### src/rtl/alu_pkg.sv
package alu_pkg;

    localparam int OP_W = 4;

    typedef enum logic [OP_W-1:0] {
        OP_ADD = 4'd0,
        OP_SUB = 4'd1,
        OP_AND = 4'd2,
        OP_OR  = 4'd3,
        OP_XOR = 4'd4,
        OP_SLL = 4'd5,
        OP_SRL = 4'd6,
        OP_SRA = 4'd7,
        OP_LHI = 4'd8,
        OP_SLT = 4'd9,
        OP_SGT = 4'd10,
        OP_SLE = 4'd11,
        OP_SGE = 4'd12,
        OP_SEQ = 4'd13,
        OP_SNE = 4'd14,
        OP_RSV = 4'd15
    } alu_op_e;

    typedef struct packed {
        logic lt;
        logic eq;
    } cmp_flags_t;

    function automatic logic is_arith(alu_op_e op);
        return (op == OP_ADD) || (op == OP_SUB);
    endfunction

    function automatic logic is_compare(alu_op_e op);
        return (op >= OP_SLT) && (op <= OP_SNE);
    endfunction

    function automatic logic cond_hit(alu_op_e op, cmp_flags_t f);
        logic r;
        case (op)
            OP_SLT:  r = f.lt;
            OP_SGT:  r = !f.lt && !f.eq;
            OP_SLE:  r = f.lt || f.eq;
            OP_SGE:  r = !f.lt;
            OP_SEQ:  r = f.eq;
            OP_SNE:  r = !f.eq;
            default: r = 1'b0;
        endcase
        return r;
    endfunction

endpackage

### src/rtl/alu_addsub.sv
module alu_addsub #(
    parameter int W = 32
) (
    input  logic [W-1:0] a_i,
    input  logic [W-1:0] b_i,
    input  logic         sub_i,
    output logic [W-1:0] sum_o,
    output logic         sovf_o
);
    logic [W-1:0] b_eff;

    assign b_eff  = sub_i ? ~b_i : b_i;
    assign sum_o  = a_i + b_eff + {{(W-1){1'b0}}, sub_i};
    assign sovf_o = (a_i[W-1] == b_eff[W-1]) && (sum_o[W-1] != a_i[W-1]);
endmodule

### src/rtl/alu_shift.sv
module alu_shift #(
    parameter int W = 32
) (
    input  logic [W-1:0]         a_i,
    input  logic [$clog2(W)-1:0] amt_i,
    input  logic                 left_i,
    input  logic                 arith_i,
    output logic [W-1:0]         y_o
);
    localparam int SHW = $clog2(W);

    logic [W-1:0] a_rev;
    logic [W-1:0] r_rev;
    logic [W-1:0] stg [0:SHW];
    logic         fill;

    for (genvar i = 0; i < W; i++) begin : g_rev
        assign a_rev[i] = a_i[W-1-i];
        assign r_rev[i] = stg[SHW][W-1-i];
    end

    assign fill   = arith_i & ~left_i & a_i[W-1];
    assign stg[0] = left_i ? a_rev : a_i;

    for (genvar k = 0; k < SHW; k++) begin : g_stage
        localparam int S = 1 << k;
        assign stg[k+1] = amt_i[k] ? {{S{fill}}, stg[k][W-1:S]} : stg[k];
    end

    assign y_o = left_i ? r_rev : stg[SHW];
endmodule

### src/rtl/int_alu.sv
module int_alu
    import alu_pkg::*;
#(
    parameter int W = 32
) (
    input  logic [W-1:0]    a_i,
    input  logic [W-1:0]    b_i,
    input  logic [OP_W-1:0] op_i,
    input  logic            sgn_i,
    output logic [W-1:0]    res_o,
    output logic            ovf_o,
    output logic            zero_o
);
    localparam int SHW  = $clog2(W);
    localparam int HALF = W / 2;

    alu_op_e      op;
    logic         use_sub;
    logic [W-1:0] sum;
    logic         sovf;
    cmp_flags_t   flags;
    logic [W-1:0] shv;

    assign op      = alu_op_e'(op_i);
    assign use_sub = (op != OP_ADD);

    alu_addsub #(.W(W)) u_add (
        .a_i    (a_i),
        .b_i    (b_i),
        .sub_i  (use_sub),
        .sum_o  (sum),
        .sovf_o (sovf)
    );

    assign flags.lt = sum[W-1] ^ sovf;
    assign flags.eq = (sum == '0);

    alu_shift #(.W(W)) u_sh (
        .a_i     (a_i),
        .amt_i   (b_i[SHW-1:0]),
        .left_i  (op == OP_SLL),
        .arith_i (op == OP_SRA),
        .y_o     (shv)
    );

    always_comb begin
        res_o = '0;
        case (op)
            OP_ADD, OP_SUB:          res_o = sum;
            OP_AND:                  res_o = a_i & b_i;
            OP_OR:                   res_o = a_i | b_i;
            OP_XOR:                  res_o = a_i ^ b_i;
            OP_SLL, OP_SRL, OP_SRA:  res_o = shv;
            OP_LHI:                  res_o = {b_i[HALF-1:0], {HALF{1'b0}}};
            default: begin
                if (is_compare(op)) res_o = {{(W-1){1'b0}}, cond_hit(op, flags)};
            end
        endcase
    end

    assign ovf_o  = sgn_i & is_arith(op) & sovf;
    assign zero_o = ~|a_i;
endmodule

### config.mk
export PLATFORM = sky130hd
export DESIGN_NAME = int_alu
export DESIGN_NICKNAME = d
export VERILOG_FILES = /design/src/rtl/alu_pkg.sv /design/src/rtl/alu_addsub.sv /design/src/rtl/alu_shift.sv /design/src/rtl/int_alu.sv
export SDC_FILE = /design/constraint.sdc
export NUM_CORES = 1
export LEC_CHECK = 0
export ABC_AREA = 1
export BUFFER_PORTS_ARGS = -buffer_cell sky130_fd_sc_hd__buf_2
export CORE_MARGIN = 2
export CORE_UTILIZATION = 55
export DETAILED_ROUTE_END_ITERATION = 6
export GPL_TIMING_DRIVEN = 0
export PLACE_DENSITY_LB_ADDON = 0.08
export SETUP_SLACK_MARGIN = 0.4
export SLEW_MARGIN = 20
export SYNTH_ARGS = -nofsm -noshare
export SYNTH_HDL_FRONTEND = slang
export SYNTH_HIERARCHICAL = 1
export SYNTH_SLANG_ARGS = --single-unit
### constraint.sdc
create_clock -name vclk -period 7.2
set_input_delay 1.08 -clock vclk [all_inputs]
set_output_delay 1.08 -clock vclk [all_outputs]
set_load 0.02 [all_outputs]
Word level (Yosys, flattened, before mapping) --
Cells that the tools add are included.
Operators by class: add/subtract/negate cells 2, magnitude comparators 2, eq/ne operators 16, multiplexer cells 11, bitwise gates (word level) 10, reduce and logical (&&, ||, !) cells 14
Operator list (number):
- 32-bit two-way mux | 8
- 32-bit one-hot mux with 6 select lines | 1
- 32-bit by 1-bit adder with 32-bit output | 1
- 32-bit adder | 1
- 32-bit AND | 1
- 32-bit logical NOT | 1
- 32-bit NOT | 1
- 32-bit bitwise OR | 1
- 32-bit OR reduction | 1
- 32-bit XOR | 1
- 4-bit == test, second input constant | 7
- 4-bit by 3-bit == test with 1-bit output, second input constant | 4
- 4-bit by 2-bit == test with 1-bit output, second input constant | 2
- 1-bit one-hot mux with 6 select lines | 1
- 1-bit AND | 4
- 4-bit by 1-bit == test with 1-bit output, second input constant | 1
- 4-bit greater-or-equal comparator, second input constant | 1
- 4-bit <= comparator, second input constant | 1
- 4-bit logical NOT | 1
- 4-bit nonzero test | 1
- 1-bit logical AND | 3
- 1-bit logical NOT | 3
- 3-bit OR reduction | 1
- 1-bit logical OR | 2
- other kinds (6) | 6
Storage, ports and cells: register bits 0, bits of input ports 69, logic and storage cells 55

Longest topological paths before layout --
Gate-level depths: netlist of run 1.
depth after elaboration 12, mapped depth 27, depth with buffers taken out 26

Hierarchy --
Netlist of run 1, hierarchy kept.
By module, submodules not included:
- alu_shift | instances 1, cells each 557, area an instance 2631.3 µm², sequential area each 0.0 µm²
- int_alu | instances 1, cells each 405, area an instance 2600.0 µm², sequential area each 0.0 µm²
- alu_addsub | instances 1, cells each 459, area an instance 2534.9 µm², sequential area each 0.0 µm²

Least setup slack after synthesis of run 1 --
No wires, ideal clock.
kind in2out, from input port op_i[0], to output port res_o[0], data arrival time 3.779 ns, setup slack 2.341 ns, cell stages on the path 27, path buffers 2, cells stage by stage nor2_4 -> nand2_1 -> buf_4 -> buf_2 -> xnor2_1 -> inv_1 -> ha_1 -> nand2_2 -> clkinv_1 -> nand3_2 -> nand2_2 -> nand2_1 -> nand2_2 -> nand2_1 -> nand2_2 -> nand2_2 -> nand2_2 -> nand2_1 -> nand2_1 -> nor2_1 -> nand2_1 -> nor2_1 -> nand2_1 -> o21ai_0 -> nand2_1 -> nand2_1 -> nand4_1
On the way: word-level cells in the longest chain between the ends 12, elaborated cells between the ends (all ways) 46, classes of those cells add/sub (2); order compare (2); eq/ne (16); mux (11); bitwise (4); reduce/logical (11)
Ends and longest elaborated chain:
- start: declaration | line int_alu.sv:8 | input logic [OP_W-1:0] op_i,
- 4-bit nonzero test * | line int_alu.sv:25 | assign use_sub = (op != OP_ADD);
- net use_sub | line int_alu.sv:18 | logic use_sub;
- 32-bit two-way mux | line alu_addsub.sv:12 | assign b_eff = sub_i ? ~b_i : b_i;
- 32-bit adder | line alu_addsub.sv:13 | assign sum_o = a_i + b_eff + {{(W-1){1'b0}}, sub_i};
- 32-bit by 1-bit adder with 32-bit output * | line alu_addsub.sv:13
- net sum[31] | line int_alu.sv:19 | logic [W-1:0] sum;
- 1-bit != test | line alu_addsub.sv:14 | assign sovf_o = (a_i[W-1] == b_eff[W-1]) && (sum_o[W-1] != a_i[W-1]);
- 1-bit logical AND | line alu_addsub.sv:14
- 1-bit XOR | line int_alu.sv:35 | assign flags.lt = sum[W-1] ^ sovf;
- 1-bit logical NOT | line alu_pkg.sv:41, alu_pkg.sv:43
- 1-bit logical AND | line alu_pkg.sv:41 | OP_SGT: r = !f.lt && !f.eq;
- 1-bit one-hot mux with 6 select lines * | line alu_pkg.sv:39 | case (op)
- 1-bit two-way mux * | line int_alu.sv:56 | if (is_compare(op)) res_o = {{(W-1){1'b0}}, cond_hit(op, flags)};
- 32-bit one-hot mux with 6 select lines * | line int_alu.sv:48 | case (op)
- end: declaration | line int_alu.sv:10 | output logic [W-1:0] res_o,
Mark *: on every way through the listed nets, which the timed path passes. The rest lies on a longest branch.

Worst setup path in the final report of run 1 --
from input port op_i[0], to output port res_o[0]
On the way: elaborated cells between the ends (all ways) 46, classes of those cells add/sub (2); order compare (2); eq/ne (16); mux (11); bitwise (4); reduce/logical (11)
RTL lines:
- 4-bit nonzero test * | line int_alu.sv:25
- net use_sub | line int_alu.sv:18
- 32-bit two-way mux | line alu_addsub.sv:12
- 32-bit adder | line alu_addsub.sv:13
- 32-bit by 1-bit adder with 32-bit output * | line alu_addsub.sv:13
- net sum[30] | line int_alu.sv:19
- 32-bit logical NOT * | line int_alu.sv:36 | assign flags.eq = (sum == '0);
- 1-bit logical NOT | line alu_pkg.sv:41, alu_pkg.sv:45
- 1-bit logical AND | line alu_pkg.sv:41
- 1-bit one-hot mux with 6 select lines * | line alu_pkg.sv:39
- 1-bit two-way mux * | line int_alu.sv:56
- 32-bit one-hot mux with 6 select lines * | line int_alu.sv:48
Marked as above.

==> results of run 1 <==
[cells in the final DEF, fill, tap and decap left out, types with 2 or more instances in the layout]
cell type,count
buf_6,11
nand4_1,8
o21ai_1,15
a221oi_2,15
nor3_2,2
nor3_1,5
o21a_1,2
nor2_1,87
nand2_1,443
nand2_2,31
o21bai_1,4
nor4_1,7
inv_2,13
inv_1,136
o21ai_0,17
nand3_1,318
nand3_2,16
a21oi_1,41
buf_1,5
a21oi_2,7
buf_4,12
o2111ai_1,14
nor2_4,6
o2111ai_2,2
ha_1,94
nand3b_1,2
xor2_1,46
nor2_2,7
buf_2,132
o21ai_2,2
clkbuf_1,8
xnor2_1,4
a21o_1,3
[worst max-delay path, cell delays in order]
cell     delay, ns
buf_2         0.14
nor2_4        0.18
nand2_1       0.07
buf_4         0.17
buf_2         0.25
xnor2_1       0.21
fa_1          0.45
inv_1         0.14
nand3_1       0.08
nand2_1       0.12
nand2_1       0.06
nand2_1       0.12
nand3_1       0.09
nand2_1       0.23
nand2_1       0.11
nand3_1       0.10
nand2_1       0.12
nor2_1        0.13
nand2_1       0.06
nor2_1        0.13
nand2_1       0.14
o21ai_0       0.18
nand2_1       0.06
nand2_1       0.06
nand4_1       0.07
buf_2         0.17
[kinds of logic after synthesis]
kind of cell / count (synthesis)
simple gates: 938
buf+inv: 216
compound gates: 122
fa+ha+maj: 95
xor+xnor: 50
[worst min path at each step]
stage          start  endpoint  depth (start not counted)  slack [ns]
6_report       sgn_i     ovf_o                          4        2.49
5_1_grt        sgn_i     ovf_o                          4        2.51
4_1_cts        sgn_i     ovf_o                          4        2.49
3_5_place_dp   sgn_i     ovf_o                          4        2.49
3_3_place_gp   sgn_i     ovf_o                          4        2.49
2_1_floorplan  sgn_i     ovf_o                          2        2.29
[layer usage]
| metal | share of wire | GRT usage |
|---|---|---|
| met1 | 0.36 | 0.564 |
| met2 | 0.41 | 0.719 |
| met3 | 0.14 | 0.148 |
| met4 | 0.091 | 0.349 |
| met5 | 0 | 0 |
[per-stage QoR]
| stage | utilization | total power [mW] | hold slack [ns] |
|---|---|---|---|
| floorplan | - | 0.480 | 2.29 |
| global placement | 0.615 | 0.707 | 2.49 |
| detailed placement | 0.615 | 0.713 | 2.49 |
| CTS | 0.615 | 0.716 | 2.49 |
| global route | 0.615 | 0.804 | 2.51 |
| finish | 0.615 | 0.754 | 2.49 |
[final cells by class]
class,count,area [um2]
timing repair buffer,103,515
multi-input combinational,1205,6780
fill,1476,5320
buffer,66,428
inverter,150,563
tap,180,225
[where the power goes]
part / switching, mW / leakage (nW) / internal (mW) / total (mW)
clock: 0 / 0 / 0 / 0
sequential: 0 / 0 / 0 / 0
combinational: 0.526 / 4.75 / 0.228 / 0.754
==> out/summary.txt, run 1 <==
outcome - complete, but fails checks
violated checks - design-rule violations
mux share of post-synthesis cell area - 0
synth top area cells - nand2_1 21%, nand3_1 20%, ha_1 15%
syn_nets - 1585
final hold viol count - 0
Detail Placement HPWL - 29500 um
Peak Freq - 0.171 GHz
DRT iter0 DRCs - 1332
Vias - 10566
library cells used by synthesis - 42
grt ovf - 0
setup TNS - 0 ns
Die W - 123 um
RSZ-0062 raised after global routing - false
IO Pins - 103
Post-CTS Hold Buffers - 0
Design Area, Final - 8510 um2
synth warn - 6
count leader, synth - nand2_1
Avg Inst Size Synth - 5.47 um2
routability cong. - 1.11
DRC Markers - 1
Placement Cell Area - 8510 um2
Least-Margin Pin Slew - 0.585 ns
Slew Limit Fails - 0
Slew HR - 0.610
Final Cycle Share - 0.812
Worst Setup End Kind - output port
DP Cell Count - 1704
Die ar. - 15100 um2
Setup crit start - op_i[0]
clock buffer count - 0
Core Region - 13800 um2
post-synth top area share - 0.214
worst hold path class - primary input to output port
share of cells above drive strength 1 - 0.171
Wirelength per Cell - 21.4 um
Cell Pwr Density - 88.6 nW/um2
Post-Synth Simple-Gate Area - 0.547
Post-Place Setup Slack - 1.47 ns
Core Rows - 43
post-synthesis sequential area ratio - 0
Final setup violation count - 0
final net count - 1690
crit-path max FO - 10
FF+latch area - 0 um2
vias in the first global route - 9426
cells after synthesis - 1421
Post-synth top cells - 443 x nand2_1, 318 x nand3_1, 136 x inv_1
Post-CTS Setup Bufs - 0
Leak Pwr - 4.75 nW
final worst slack - 1.36 ns
PortBufs - 103
Initial Utilization - 0.562
Mapped Area - 7770 um2
area delta synth->final - 9.54%
CP endpoint - res_o[0]
Synth Area in XOR/XNOR - 0.0564
total of max-cap violations - 0
Seq Cell Count - 0
ANT cells - 0
CP startpoint kind - primary input
vias per cell - 6.20
critical path arrival - 4.76 ns
Resized Gates After CTS - 0
first-pass GRT wire length - 53400 um
pin count of the biggest net entering global routing - 11
GR Util All Layers - 0.476
die span in y - 123 um
largest family of logic cells by synthesized area - simple AND/OR/NAND/NOR gates
Worst EP required - 6.12 ns
antenna violations before repair - 0
kind of critical path - primary input to output port
Post-Synth Adder-Cell Area - 0.154
Compound-Gate Fraction of Synth Area - 0.115
DRT Pass-1 Iters - 7
post-route ant nets - 0
Max VDD drop - 0.0610 mV
Final Non-Filler Cells - 1704
fin crit period - 5.84 ns
DRT Wirelength - 36500 um
Yosys top cell by area - nand2_1
No activity file was read; power rests on OpenSTA's default activity.
==> inputs of run 2 (changes only) <==
==> constraint.sdc (replaced) <==
create_clock -name vclk -period 6
set_input_delay 0.9 -clock vclk [all_inputs]
set_output_delay 0.9 -clock vclk [all_outputs]
set_load 0.02 [all_outputs]
==> run 2 against run 1 <==
Net effect:
- the flow still finishes with violations (design-rule violations)
- power increased by 20%
- worst hold slack got worse by 0.36 ns
- cell count unchanged
- combinational power increased by 20%
==> out/summary.txt, run 2 (synthesized netlist as in run 1, its figures left out) <==
met3 global-route usage - 0.148 (unchanged)
most frequent cells in the layout - 442 x nand2_1, 318 x nand3_1, 136 x inv_1, 131 x buf_2, 94 x ha_1
Hold Path Sink - ovf_o
Seq Cell Count - 0 (unchanged)
FF+latch area - 0 um2 (unchanged)
antenna violations before repair - 0 (unchanged)
total of max-cap violations - 0 (unchanged)
final net count - 1690 (unchanged)
outcome - complete, but fails checks
Post-CTS Setup Bufs - 0 (unchanged)
Peak Freq - 0.188 GHz
Cell Pwr Density - 107 nW/um2 (+20%)
cell family with most CP delay - simple AND/OR/NAND/NOR gates
DRT Wirelength - 36700 um (+0.47%)
DRC Markers - 1 (unchanged)
Core Rows - 43 (unchanged)
Die ar. - 15100 um2 (unchanged)
Slew HR - 0.617 (+0.00723)
grt ovf - 0 (unchanged)
IO Pins - 103 (unchanged)
Initial Utilization - 0.562 (unchanged)
Worst Setup End Kind - output port
final worst slack - 0.679 ns (-0.678 ns)
Hold WS - 2.13 ns (-0.360 ns)
area delta synth->final - 9.76%
PortBufs - 103 (unchanged)
ANT cells - 0 (unchanged)
share of cells above drive strength 1 - 0.173 (+0.00197)
Die W - 123 um (unchanged)
RSZ-0062 raised after global routing - false
worst hold path class - primary input to output port
vias per cell - 6.23 (+0.51%)
violated checks - design-rule violations
Worst EP required - 5.10 ns (-1.02 ns)
Final setup violation count - 0 (unchanged)
WP buf/inv - 5 (unchanged)
clock buffer count - 0 (unchanged)
total power - 0.908 mW (+20%)
Leak Pwr - 4.75 nW (about the same)
DP Cell Count - 1704 (unchanged)
critical path arrival - 4.42 ns (-0.34 ns)
Post-CTS Hold Buffers - 0 (unchanged)
met2 Resource Use GR - 0.719 (unchanged)
slowest stage delay, CP - 0.35 ns (-0.10 ns)
Worst path most repeated cell - nand2_1
routability cong. - 1.11 (unchanged)
GR Util met1 - 0.564 (unchanged)
Post-Place Setup Slack - 0.633 ns (-0.840 ns)
Detail Placement HPWL - 29500 um (unchanged)
vias in the first global route - 9426 (unchanged)
slowest stage cell, crit path - ha_1
crit-path max FO - 10 (unchanged)
setup TNS - 0 ns (unchanged)
Slew Limit Fails - 0 (unchanged)
final hold viol count - 0 (unchanged)
fin crit period - 5.32 ns
Core Region - 13800 um2 (unchanged)
DRT Pass-1 Iters - 7 (unchanged)
Hold Startpoint - sgn_i
Vias - 10620 (+0.51%)
Wirelength per Cell - 21.5 um (+0.47%)
pin count of the biggest net entering global routing - 11 (unchanged)
kind of critical path - primary input to output port
GR Util All Layers - 0.476 (unchanged)
first-pass GRT wire length - 53400 um (unchanged)
Max VDD drop - 0.0744 mV (+22%)
CP startpoint kind - primary input
Final Non-Filler Cells - 1704 (unchanged)
post-route ant nets - 0 (unchanged)
commonest non-fill, non-tap cell in the layout - nand2_1
die span in y - 123 um (unchanged)
GRT busiest layer - met2
DRT iter0 DRCs - 1407 (+5.6%)
hold path depth - 4 (unchanged)
Final Cycle Share - 0.887
Least-Margin Pin Slew - 0.574 ns (-0.0108 ns)
[run 2: metrics by stage]
stage                     instance area (um2)  utilization
final                                    8520        0.617
after global placement                   8510        0.615
after detailed placement                 8510        0.615
after global routing                     8520        0.617
after CTS                                8510        0.615
after floorplan                          7770            -
[run 2: routing by layer]
layer  part of all wire  routed length (um)  up-vias
met5                  0                   0        -
met4              0.092                3380        0
met3               0.14                5170      204
met2               0.41               15000      775
met1               0.36               13200     4733
li1                   -                   -     4908
[run 2: how the worst max path moves through the flow]
stage	start	endpoint	slack, ns	cells after the start
2_1_floorplan	op_i[0]	res_o[0]	1.50	27
3_3_place_gp	op_i[0]	res_o[0]	0.70	26
3_5_place_dp	op_i[0]	res_o[0]	0.63	26
4_1_cts	op_i[0]	res_o[0]	0.62	26
5_1_grt	op_i[0]	res_o[0]	0.43	26
6_report	op_i[0]	res_o[0]	0.68	25
[run 2: what timing repair did]
action | 4_1_cts | 5_1_grt
setup endpoints to repair | 0 | 1
gates resized for setup | 0 | 7
endpoints found under the hold margin | 0 | 0
[run 2: cell type report]
type | count | area [um2]
tap | 180 | 225
buffer | 66 | 430
fill | 1476 | 5300
multi-input combinational | 1205 | 6790
timing repair buffer | 103 | 515
inverter | 150 | 563
[run 2: report_power, final]
part,internal (mW),switching [mW]
clock,0,0
sequential,0,0
combinational,0.275,0.634
total,0.275,0.634
==> inputs of run 3 (changes only) <==
--- a/config.mk
+++ b/config.mk
@@ -7,7 +7,7 @@
 export LEC_CHECK = 0
 export ABC_AREA = 1
 export BUFFER_PORTS_ARGS = -buffer_cell sky130_fd_sc_hd__buf_2
-export CORE_MARGIN = 2
+export CORE_MARGIN = 1
 export CORE_UTILIZATION = 55
 export DETAILED_ROUTE_END_ITERATION = 6
 export GPL_TIMING_DRIVEN = 0
@@ -16,5 +16,4 @@
 export SLEW_MARGIN = 20
 export SYNTH_ARGS = -nofsm -noshare
 export SYNTH_HDL_FRONTEND = slang
-export SYNTH_HIERARCHICAL = 1
 export SYNTH_SLANG_ARGS = --single-unit
==> run 3 against run 2 <==
Net effect:
- the run now ends clean
- fmax is 2.0% lower
- sequential share of layout area stayed put
- synthesized cell count is 0.56% lower
- first-iteration DRC count is 2.1% higher
- worst hold slack better by 0.043 ns
- setup slack worse by 0.11 ns
- design area is 5.6% lower
- cell count is 1.0% lower
- largest cell class unchanged
==> out/summary.txt, run 3 <==
antenna violations before repair - 0 (unchanged)
Vias - 10304 (-3.0%)
Final setup violation count - 0 (unchanged)
slowest stage delay, CP - 0.39 ns (+0.04 ns)
Detail Placement HPWL - 28300 um (-3.8%)
Worst EP required - 5.10 ns (about the same)
synth warn - 0 (-6)
Core Rows - 41 (-4.7%)
FF+latch area - 0 um2 (unchanged)
GR Util All Layers - 0.495 (+0.0189)
total of max-cap violations - 0 (unchanged)
post-route ant nets - 0 (unchanged)
vias per cell - 6.11 (-2.0%)
Post-CTS Hold Buffers - 0 (unchanged)
Worst path most repeated cell - nand2_1
DRT Pass-1 Iters - 7 (unchanged)
ANT cells - 0 (unchanged)
final net count - 1690 (unchanged)
worst hold path class - primary input to output port
Fillers - 1366 (-7.5%)
Least-Margin Pin Slew - 0.852 ns (+0.278 ns)
critical path arrival - 4.53 ns (+0.11 ns)
most frequent cells in the layout - 514 x nand2_1, 171 x inv_1, 125 x nand3_1, 117 x buf_2, 106 x nor2_1
Post-synth top cells - 515 x nand2_1, 171 x inv_1, 125 x nand3_1
post-synth top area share - 0.265 (+0.0509)
syn_nets - 1586 (+0.063%)
crit-path max FO - 10 (unchanged)
multi-input combinational cell area - 6350 um2 (-6.4%)
Avg Inst Size Synth - 5.16 um2 (-5.5%)
count leader, synth - nand2_1
Mapped Area - 7290 um2 (-6.1%)
WP buf/inv - 3 (-2)
Worst Setup End Kind - output port
CP endpoint - res_o[0]
DRT Wirelength - 33900 um (-7.5%)
Peak Freq - 0.184 GHz (-2.0%)
outcome - finished clean
post-synthesis sequential area ratio - 0 (unchanged)
Initial Utilization - 0.571 (+0.00940)
Cell Pwr Density - 106 nW/um2 (-0.64%)
Yosys top cell by area - nand2_1
DRC Markers - 0 (-1)
crit-path cells - buf_2 -> nor2_2 -> nand2_2 -> clkbuf_2 -> xor2_1 -> ha_1 -> a21oi_1 -> o21ai_0 -> nor2_1 -> nor2_1 -> nor2_1 -> nand2_1 -> nand2_1 -> nand3_1 -> nor2_1 -> nand3_1 -> nand2_1 -> nand2_1 -> nand2_1 -> nand4_1 -> buf_2
Max VDD drop - 0.0707 mV (-5.0%)
Setup crit start - op_i[3]
routability cong. - 1.09 (-1.6%)
Die W - 117 um (-4.6%)
Die ar. - 13700 um2 (-9.0%)
synth top area cells - nand2_1 27%, ha_1 18%, inv_1 8.8%
die span in y - 117 um (-4.6%)
cell family with most CP delay - simple AND/OR/NAND/NOR gates
IO Pins - 103 (unchanged)
slowest stage cell, crit path - ha_1
DRT iter0 DRCs - 1437 (+2.1%)
vias in the first global route - 9183 (-2.6%)
PortBufs - 102 (-0.97%)
RSZ-0062 raised after global routing - false
setup TNS - 0 ns (unchanged)
Hold WS - 2.17 ns (+0.0432 ns)
area delta synth->final - 10.3%
Wirelength per Cell - 20.1 um (-6.6%)
grt ovf - 0 (unchanged)
first-pass GRT wire length - 50100 um (-6.2%)
fin crit period - 5.43 ns (+0.106 ns)
CP startpoint kind - primary input
Core Region - 12800 um2 (-7.6%)
Slew Limit Fails - 0 (unchanged)
clock buffer count - 0 (unchanged)
share of cells above drive strength 1 - 0.0997 (-0.0729)
cells after synthesis - 1413 (-0.56%)
WP depth - 21 (-16%)
kind of critical path - primary input to output port
Final Cycle Share - 0.905 (+0.0177)
library cells used by synthesis - 40 (-4.8%)
Seq Cell Count - 0 (unchanged)
pin count of the biggest net entering global routing - 11 (unchanged)
commonest non-fill, non-tap cell in the layout - nand2_1
Hold Startpoint - sgn_i
Leak Pwr - 4.53 nW (-4.8%)
Slew HR - 0.432 (-0.185)
final hold viol count - 0 (unchanged)
[run 3: cell type report]
cell class                 count  share of cell area
tap                          172              0.0267
buffer                        66              0.0389
multi-input combinational   1172               0.789
timing repair buffer         102              0.0634
inverter                     175              0.0816
[run 3: logic make-up (layout without fill, tap and decap cells)]
| kind of cell | Yosys count | in the layout | synth area share |
|---|---|---|---|
| and+or+nand+nor | 793 | 793 | 0.445 |
| adders and majority gates | 104 | 104 | 0.179 |
| xor gates and xnor gates | 37 | 37 | 0.0444 |
| buffers and inverters | 241 | 343 | 0.132 |
| AOI/OAI and AO/OA | 234 | 234 | 0.194 |
| muxes | 4 | 4 | 0.00549 |
[run 3: where the power goes]
| part | internal [mW] | switching, mW | total (mW) |
|---|---|---|---|
| clock | 0 | 0 | 0 |
| sequential | 0 | 0 | 0 |
| combinational | 0.258 | 0.594 | 0.852 |
| total | 0.258 | 0.594 | 0.852 |
[run 3: stage by stage]
stage	instance area (um2)	power (mW)	util	setup slack (ns)	instances
4_1_cts	8020	0.809	0.628	0.469	1687
5_1_grt	8050	0.921	0.630	0.409	1687
3_5_place_dp	8020	0.805	0.628	0.327	1687
6_report	8050	0.852	0.630	0.573	1687
2_1_floorplan	7290	0.535	-	1.37	1413
3_3_place_gp	8020	0.797	0.628	0.393	1687
[run 3: worst min-delay path by stage]
stage | end | slack (ns) | depth (start not counted)
6_report | ovf_o | 2.17 | 4
5_1_grt | ovf_o | 2.19 | 4
4_1_cts | ovf_o | 2.17 | 4
3_5_place_dp | ovf_o | 2.17 | 4
3_3_place_gp | ovf_o | 2.14 | 4
2_1_floorplan | ovf_o | 1.95 | 2
[run 3: timing repair]
| item | CTS | global route |
|---|---|---|
| resized for setup | 1 | 16 |
| hold endpoints to repair | 0 | 0 |
| setup endpoints to repair | 1 | 1 |
| cloned | 0 | 0 |
| buffers inserted | 0 | 0 |
[run 3: routing by layer]
layer,share of wire,GRT usage,vias up
li1,-,-,4822
met1,0.36,0.577,4551
met2,0.42,0.758,713
met3,0.12,0.139,218
met4,0.096,0.400,0
met5,0,0,-
